<file path="src/rtl/microseq_ctl.sv">
module microseq_ctl #(
  parameter int OP_W   = 4,
  parameter int FLAG_W = 4,
  parameter int UA_W   = 5,
  parameter int CW     = 16
) (
  input  logic              clk,
  input  logic              rst,
  input  logic [OP_W-1:0]   opcode,
  input  logic [FLAG_W-1:0] flags,
  output logic [CW-1:0]     ctrl,
  output logic [UA_W-1:0]   upc
);
  localparam int SEL_W = $clog2(FLAG_W);

  localparam logic [2:0] SQ_NEXT  = 3'd0;
  localparam logic [2:0] SQ_FETCH = 3'd1;
  localparam logic [2:0] SQ_DEC   = 3'd2;
  localparam logic [2:0] SQ_COND  = 3'd3;
  localparam logic [2:0] SQ_HOLD  = 3'd4;

  localparam logic [CW-1:0] C_NONE  = '0;
  localparam logic [CW-1:0] C_PCRD  = CW'(1) << 0;
  localparam logic [CW-1:0] C_MRD   = CW'(1) << 1;
  localparam logic [CW-1:0] C_MWR   = CW'(1) << 2;
  localparam logic [CW-1:0] C_IRLD  = CW'(1) << 3;
  localparam logic [CW-1:0] C_ACLD  = CW'(1) << 4;
  localparam logic [CW-1:0] C_PCINC = CW'(1) << 5;
  localparam logic [CW-1:0] C_PCLD  = CW'(1) << 6;
  localparam logic [CW-1:0] C_ACRD  = CW'(1) << 7;
  localparam logic [CW-1:0] C_BLD   = CW'(1) << 8;
  localparam logic [CW-1:0] C_ALURD = CW'(1) << 9;
  localparam logic [CW-1:0] C_SUB   = CW'(1) << 10;
  localparam logic [CW-1:0] C_IORD  = CW'(1) << 11;
  localparam logic [CW-1:0] C_IOWR  = CW'(1) << 12;
  localparam logic [CW-1:0] C_FLLD  = CW'(1) << 13;
  localparam logic [CW-1:0] C_IRRD  = CW'(1) << 14;
  localparam logic [CW-1:0] C_HALT  = CW'(1) << 15;

  logic [2:0]       seq;
  logic [SEL_W-1:0] csel;
  logic [CW-1:0]    word;
  logic [UA_W-1:0]  entry;
  logic [UA_W-1:0]  upc_nx;

  always_comb begin
    csel = '0;
    seq  = SQ_FETCH;
    word = C_NONE;
    case (int'(upc))
      0:  begin word = C_PCRD;  seq = SQ_NEXT; end
      1:  begin word = C_MRD;   seq = SQ_NEXT; end
      2:  begin word = C_IRLD;  seq = SQ_NEXT; end
      3:  begin word = C_PCINC; seq = SQ_DEC;  end
      4:  word = C_NONE;
      5:  begin word = C_IRRD; seq = SQ_NEXT; end
      6:  word = C_MRD | C_ACLD;
      7:  begin word = C_IRRD; seq = SQ_NEXT; end
      8:  word = C_ACRD | C_MWR;
      9:  begin word = C_IRRD; seq = SQ_NEXT; end
      10: begin word = C_MRD | C_BLD; seq = SQ_NEXT; end
      11: word = C_ALURD | C_ACLD | C_FLLD;
      12: begin word = C_IRRD; seq = SQ_NEXT; end
      13: begin word = C_MRD | C_BLD; seq = SQ_NEXT; end
      14: word = C_ALURD | C_SUB | C_ACLD | C_FLLD;
      15: word = C_IORD | C_ACLD;
      16: word = C_ACRD | C_IOWR;
      17: word = C_IRRD | C_PCLD;
      18: begin seq = SQ_COND; csel = SEL_W'(0); end
      19: word = C_IRRD | C_PCLD;
      20: begin word = C_HALT; seq = SQ_HOLD; end
      21: begin word = C_IRRD; seq = SQ_NEXT; end
      22: begin word = C_MRD | C_BLD; seq = SQ_NEXT; end
      23: word = C_SUB | C_FLLD;
      24: begin seq = SQ_COND; csel = SEL_W'(1); end
      25: word = C_IRRD | C_PCLD;
      26: begin seq = SQ_COND; csel = SEL_W'(2); end
      27: word = C_IRRD | C_PCLD;
      28: begin seq = SQ_COND; csel = SEL_W'(3); end
      29: word = C_IRRD | C_PCLD;
      default: word = C_NONE;
    endcase
  end

  always_comb begin
    case (int'(opcode))
      1:  entry = UA_W'(5);
      2:  entry = UA_W'(7);
      3:  entry = UA_W'(9);
      4:  entry = UA_W'(12);
      5:  entry = UA_W'(15);
      6:  entry = UA_W'(16);
      7:  entry = UA_W'(17);
      8:  entry = UA_W'(18);
      9:  entry = UA_W'(20);
      10: entry = UA_W'(21);
      11: entry = UA_W'(24);
      12: entry = UA_W'(26);
      13: entry = UA_W'(28);
      default: entry = UA_W'(4);
    endcase
  end

  always_comb begin
    case (seq)
      SQ_NEXT: upc_nx = upc + UA_W'(1);
      SQ_DEC:  upc_nx = entry;
      SQ_COND: upc_nx = flags[csel] ? upc + UA_W'(1) : '0;
      SQ_HOLD: upc_nx = upc;
      default: upc_nx = '0;
    endcase
  end

  always_ff @(posedge clk) begin
    if (rst) upc <= '0;
    else     upc <= upc_nx;
  end

  assign ctrl = word;
endmodule

</file>
<file path="config.mk">
export PLATFORM = sky130hd
export DESIGN_NAME = microseq_ctl
export DESIGN_NICKNAME = d
export VERILOG_FILES = /design/src/rtl/microseq_ctl.sv
export SDC_FILE = /design/constraint.sdc
export NUM_CORES = 1
export LEC_CHECK = 0
export ABC_AREA = 1
export CAP_MARGIN = 20
export CORE_MARGIN = 2
export CORE_UTILIZATION = 48
export CTS_BUF_LIST = sky130_fd_sc_hd__clkbuf_4
export CTS_CLUSTER_SIZE = 20
export DETAILED_ROUTE_END_ITERATION = 6
export GPL_ROUTABILITY_DRIVEN = 0
export PLACE_DENSITY = 0.9
export SLEW_MARGIN = 25
export SYNTH_ARGS = -nofsm -noshare
export SYNTH_HDL_FRONTEND = slang
export SYNTH_SLANG_ARGS = --single-unit
</file>
<file path="constraint.sdc">
create_clock -name clk -period 1.8 [get_ports clk]
set_input_delay 0.36 -clock clk [delete_from_list [all_inputs] [get_ports clk]]
set_output_delay 0.36 -clock clk [all_outputs]
set_load 0.005 [all_outputs]
</file>
==> summary by stage, run 1 <==
Synth
The compound-gate portion of the synthesized area is 0.0800. The cell count after synthesis came out at about 180. The netlist uses 29 different library cells. The share of synthesized cell area in full adder, half adder and majority cells is 0.123.

The main combinational cell family by area after synthesis is simple AND/OR/NAND/NOR gates. The number of synthesized register bits is 5. The post-synth design cell area is 1020 µm². The simple-gate share of the synthesized area is 0.510.

The portion of netlist area occupied by mux cells is 0. Of the total synthesized cell area, the portion taken by XOR and XNOR cells is 0.00861. The number of nets in the synthesized netlist is 195.

The share of synthesized area occupied by flip-flops and latches is 0.0984. The mean area per synthesized cell is 5.81 µm². Yosys printed 0 warnings.

CTS
The post-CTS setup buffer count is 20. The longest clock path from root to sink contains 2 buffers. The number of buffers inserted during clock tree synthesis is 3. The cell at the root of the clock tree is sky130_fd_sc_hd__clkbuf_4. CTS built an H-tree with a depth of 1. The post-cts gate resize count is 114.

The hold buffer count at CTS is 0. The clock net in this run drives a total of 5 sinks.

Die
The I/O pin count is 31. The floorplan step set the die width to roughly 50 µm. For this configuration, the core starts out at a cell density of 0.513. The standard-cell row count is 16. The vertical die dimension is 50.0 µm.

Run status
The last stage reached is clock tree synthesis (4_1_cts). The tool reported: "[ERROR DPL-0033] detailed placement checks failed during check placement". The run stopped with a tool error.

Placement
Once detailed placement completed, the half-perimeter wirelength came to 2.89 mm. Port buffering added 30 buffers. The post-placement cell count is roughly 270. The cell area after placement is 1610 µm².
==> stage by stage <==
stage,util,hold WS [ns],TNS [ns],worst slack (ns)
detailed placement,0.812,0.733,-2.87,-0.291
global placement,0.812,0.700,-1.56,-0.212
floorplan,-,0.429,0,0.112
==> cell usage after synthesis (all sizes together) <==
library cell	n	area [µm²]
nand2	49	211
inv	36	140
nor2	26	131
nand3	17	100
ha	10	125
nand4	8	50.1
a21oi	6	30.0
dfxtp	5	100
buf	4	38.8
o21ai	3	15.0
nor3	2	10.0
o211ai	2	15.0
a211oi	1	7.51
clkbuf	1	3.75
nand3b	1	7.51
o21a	1	7.51
o22ai	1	6.26
or3b	1	8.76
xor2	1	8.76
==> cells by family after synthesis <==
| group | after synthesis |
|---|---|
| flops | 5 |
| xor+xnor | 1 |
| simple gates | 104 |
| fa+ha+maj | 10 |
| buf+inv | 41 |
| compound gates | 14 |
==> inputs of run 2 (changes only) <==
--- a/config.mk
+++ b/config.mk
@@ -7,13 +7,11 @@
 export LEC_CHECK = 0
 export ABC_AREA = 1
 export CAP_MARGIN = 20
-export CORE_MARGIN = 2
-export CORE_UTILIZATION = 48
-export CTS_BUF_LIST = sky130_fd_sc_hd__clkbuf_4
-export CTS_CLUSTER_SIZE = 20
+export CORE_AREA = 2 2 63 65
 export DETAILED_ROUTE_END_ITERATION = 6
+export DIE_AREA = 0 0 65 67
 export GPL_ROUTABILITY_DRIVEN = 0
-export PLACE_DENSITY = 0.9
+export PLACE_DENSITY_LB_ADDON = 0.15
 export SLEW_MARGIN = 25
 export SYNTH_ARGS = -nofsm -noshare
 export SYNTH_HDL_FRONTEND = slang
==> run 2 against run 1 <==
  * The flow now finishes, with violations (setup timing)
  * Synthesized cell count stayed put
  * Area after synthesis stayed put
==> summary by stage, run 2 <==
Die
The total area inside the core boundary comes to about 3600 µm². The width of the die came to 65 µm (was 50.0 µm). The die covers approximately 4400 µm². The effective utilization at floorplan was 0.282 (was 0.513). The vertical die dimension is 67 µm (was 50.0 µm).

The standard-cell row count is 22 (was 16). The I/O pin count came to 31 (unchanged).

Synth
Leading post-synthesis cells by instance count: sky130_fd_sc_hd__nand2_1, sky130_fd_sc_hd__inv_1, sky130_fd_sc_hd__nor2_1 (unchanged). The compound-gate portion of the synthesized area is 0.0800 (unchanged). The share of synthesized flip-flops with an asynchronous set or reset is 0 (unchanged).

The most instantiated library cell after synthesis is sky130_fd_sc_hd__nand2_1 (unchanged). The warning count from the yosys run is 0 (unchanged). The library cell occupying the most area in the post-synthesis netlist is sky130_fd_sc_hd__nand2_1 (unchanged). The fraction of synthesized cell area in xor and xnor cells is 0.00861 (unchanged).

The share of the synthesized area in the top cell type was 0.155 (unchanged). The share of synthesized area occupied by flip-flops and latches is 0.0984 (unchanged). The main combinational cell family by area after synthesis was simple AND/OR/NAND/NOR gates (unchanged). The mean area per synthesized cell is 5.81 µm² (unchanged).

The total nets after synthesis was 195 (unchanged). The simple-gate share of the synthesized area is 0.510 (unchanged). The portion of netlist area occupied by mux cells is 0 (unchanged). The primary flip-flop cell chosen by synthesis mapping is sky130_fd_sc_hd__dfxtp_1 (unchanged). The synthesized netlist cell count is 175 (unchanged). The number of synthesized register bits is 5 (unchanged). The number of flops mapped to enable cells by yosys is 0 (unchanged). Cell types occupying the most area after synthesis: sky130_fd_sc_hd__nand2_1, sky130_fd_sc_hd__ha_1, sky130_fd_sc_hd__inv_1 (unchanged). The number of distinct library cells after synthesis came to 29 (unchanged).

The post-synth design cell area came to 1020 µm² (unchanged). The share of synthesized cell area in full adder, half adder and majority cells is 0.123 (unchanged).

Setup path
The worst setup path category is reg -> out. The register-to-register path setup slack is ~0.04 ns. The category of the worst setup path capture point is an output pin. The worst setup path is launched from a flop. The critical path arrival is 1.56 ns. Of all nets on the critical path, the largest fanout is 4. At the worst endpoint, the required time is 1.44 ns.

Global route
After global routing the overflow that remains totals 0. The maximum number of pins on one net before global-route repair is 10. The number of antenna violations at the first check in global routing is 0. The first global-routing pass estimated 5.86 mm of wire. The total track usage is 0.171.

The number of global-route vias before repair was 1375.

Drt
The average via count per standard cell is 4.60. In the detailed route, the total length drawn on met3 is 131 µm. In this run, the number of DRC markers left after iteration 0 of detailed routing was 33. The number of remaining DRC errors is 0.

After detailed routing, the met2 layer carries between 2 and 2.5 mm of wire. The detailed router placed 1430 vias in this run. The met1 wire length is 1.59 mm.

The number of detailed-routing iterations run before antenna repair is 4. The uppermost metal layer occupied by signal nets is met4. Dividing the detail-routed wire length by the instance count gives between 10 and 15 µm. The routed wire length is 3.83 mm.

Once detail routing completed, the nets flagged for antenna violations numbered 0.

Pwr
The cell leakage power is 1.12 nW. Power spread over the standard cell area amounts to 956 nW/µm². The post-layout total power is 1.96 mW.

Across the VDD grid, the largest voltage drop is 0.000447 V.

Cells and area
The register with the most flip-flops in the layout has 5 of them. The area of all sequential standard cells is around 120 µm². The area overhead of the layout relative to synthesis is 102%. The library cells used most frequently in the layout, excluding fill and tap cells, are sky130_fd_sc_hd__buf_4, sky130_fd_sc_hd__nand2_1, sky130_fd_sc_hd__inv_1, sky130_fd_sc_hd__nor2_1, sky130_fd_sc_hd__clkdlybuf4s50_1. The number of inserted diodes is 0. The register ranked first by flip-flop count is upc.

In the final layout, the registers with the most flip-flops are upc x5. After routing the design area is 2050 µm². The leading cell type in the layout, fill and taps excluded is sky130_fd_sc_hd__buf_4. After the last flow step, the layout net total stands at 284. After filler insertion, the fill cell instance count of the layout stands at between 300 and 400.

The area of the multi-input gates is about 920 µm². The fraction of final layout cells with drive strength greater than 1 is 0.540.

CTS
The cell at the root of the clock tree is sky130_fd_sc_hd__clkbuf_8 (was sky130_fd_sc_hd__clkbuf_4). The number of buffers inserted during clock tree synthesis is 3 (unchanged). The TritonCTS sink count came to 5 (unchanged). The clock reaches the later pin of the worst-skew pair after 0.22 ns. The H-tree depth is 1 (unchanged).

The clock transition time at the flip-flop clock pins of the worst setup and hold paths is 0.04 ns. The hold buffer count at CTS is 0 (unchanged). The maximum buffer depth of the clock tree is 2 (unchanged). TritonCTS built the clock tree.

Placement
The number of buffer cells added on primary ports is 30 (unchanged). The cell area after placement is 1650 µm² (was 1610 µm²). The post-detailed-placement half-perimeter wirelength came to 2.73 mm (was 2.89 mm).

Min path
The type of the worst min-delay path is in -> reg.

Run status
The checks that failed: setup timing. Run status: finished with violations (was stopped before the end).

Timing
Of the available clock period, the critical path in the final layout requires 1.07. Setup violations remaining at the end of the flow were counted as 3. Clock skew on the completed layout was measured at 0.00151 ns. The hold violation count in the final report was 0. The final critical delay including setup and external delays is 1.92 ns. In this run the tightest slew margin relative to its limit is 0.763. Derived from the worst setup path, the maximum achievable clock frequency is slightly above 0.5 GHz. The number of slew-limit violations in the final report came to 0. The setup TNS is -0.282 ns. For the pin with the worst max-slew slack, the measured transition is 0.352 ns. Hold timing on the final database bottoms out at a slack of 0.705 ns. Setup repair after global routing could not meet its margin everywhere. After layout, the worst setup slack is -0.124 ns.

Flow run
The max-cap check violation count is 0.
==> run 2: per-stage QoR <==
step	setup WS (ns)	cells	util
5_1_grt	-0.174	311	0.569
4_1_cts	-0.119	303	0.520
3_3_place_gp	-0.251	288	0.457
6_report	-0.124	311	0.569
2_1_floorplan	0.112	175	-
3_5_place_dp	-0.374	288	0.457
==> run 2: kinds of logic (layout without fill, tap and decap cells) <==
logic type                 after synthesis  after routing
xor gates and xnor gates                 1              1
DFF                                      5              5
buffers and inverters                   41            129
and+or+nand+nor                        104            104
AOI/OAI and AO/OA                       14             14
adders and majority gates               10             10
==> run 2: final timing paths <==
kind / from / to / depth (start not counted)
worst max-delay path: upc[0] / ctrl[4] / 8
worst min-delay path: rst / upc[3] / 2
worst max register to register: upc[0] / upc[2] / 15
worst min register to register: upc[0] / upc[0] / 5
==> run 2: final cells by class <==
| type | instances | area share |
|---|---|---|
| sequential | 5 | 0.0567 |
| multi-input combinational | 129 | 0.447 |
| inverter | 36 | 0.0744 |
| tap | 48 | 0.0293 |
| clock buffer | 4 | 0.0220 |
| timing repair buffer | 89 | 0.371 |
==> run 2: critical path, stage by stage, from the launching register on <==
cell,delay (ns)
sky130_fd_sc_hd__dfxtp_4,0.38
sky130_fd_sc_hd__inv_4,0.05
sky130_fd_sc_hd__ha_4,0.16
sky130_fd_sc_hd__inv_4,0.06
sky130_fd_sc_hd__nor2_4,0.04
sky130_fd_sc_hd__nand2_2,0.07
sky130_fd_sc_hd__nand2_2,0.07
sky130_fd_sc_hd__or3b_4,0.38
sky130_fd_sc_hd__buf_6,0.12
==> run 2: timing repair <==
item / in CTS / in global routing
endpoints found under the setup margin: 23 / 20
buffers inserted: 12 / 9
resized for setup: 81 / 46
pin swaps: 17 / 24
==> run 2: power breakdown <==
part / switching, mW / internal (mW)
sequential: 0.0622 / 0.157
combinational: 0.739 / 0.800
clock: 0.0523 / 0.152
total: 0.853 / 1.11
==> run 2: per-layer routing <==
layer,vias up,GRT usage
met5,-,0
li1,728,-
met2,38,0.335
met4,0,0.0559
met1,662,0.190
met3,2,0.0186
(Power assumes the default switching activity.)
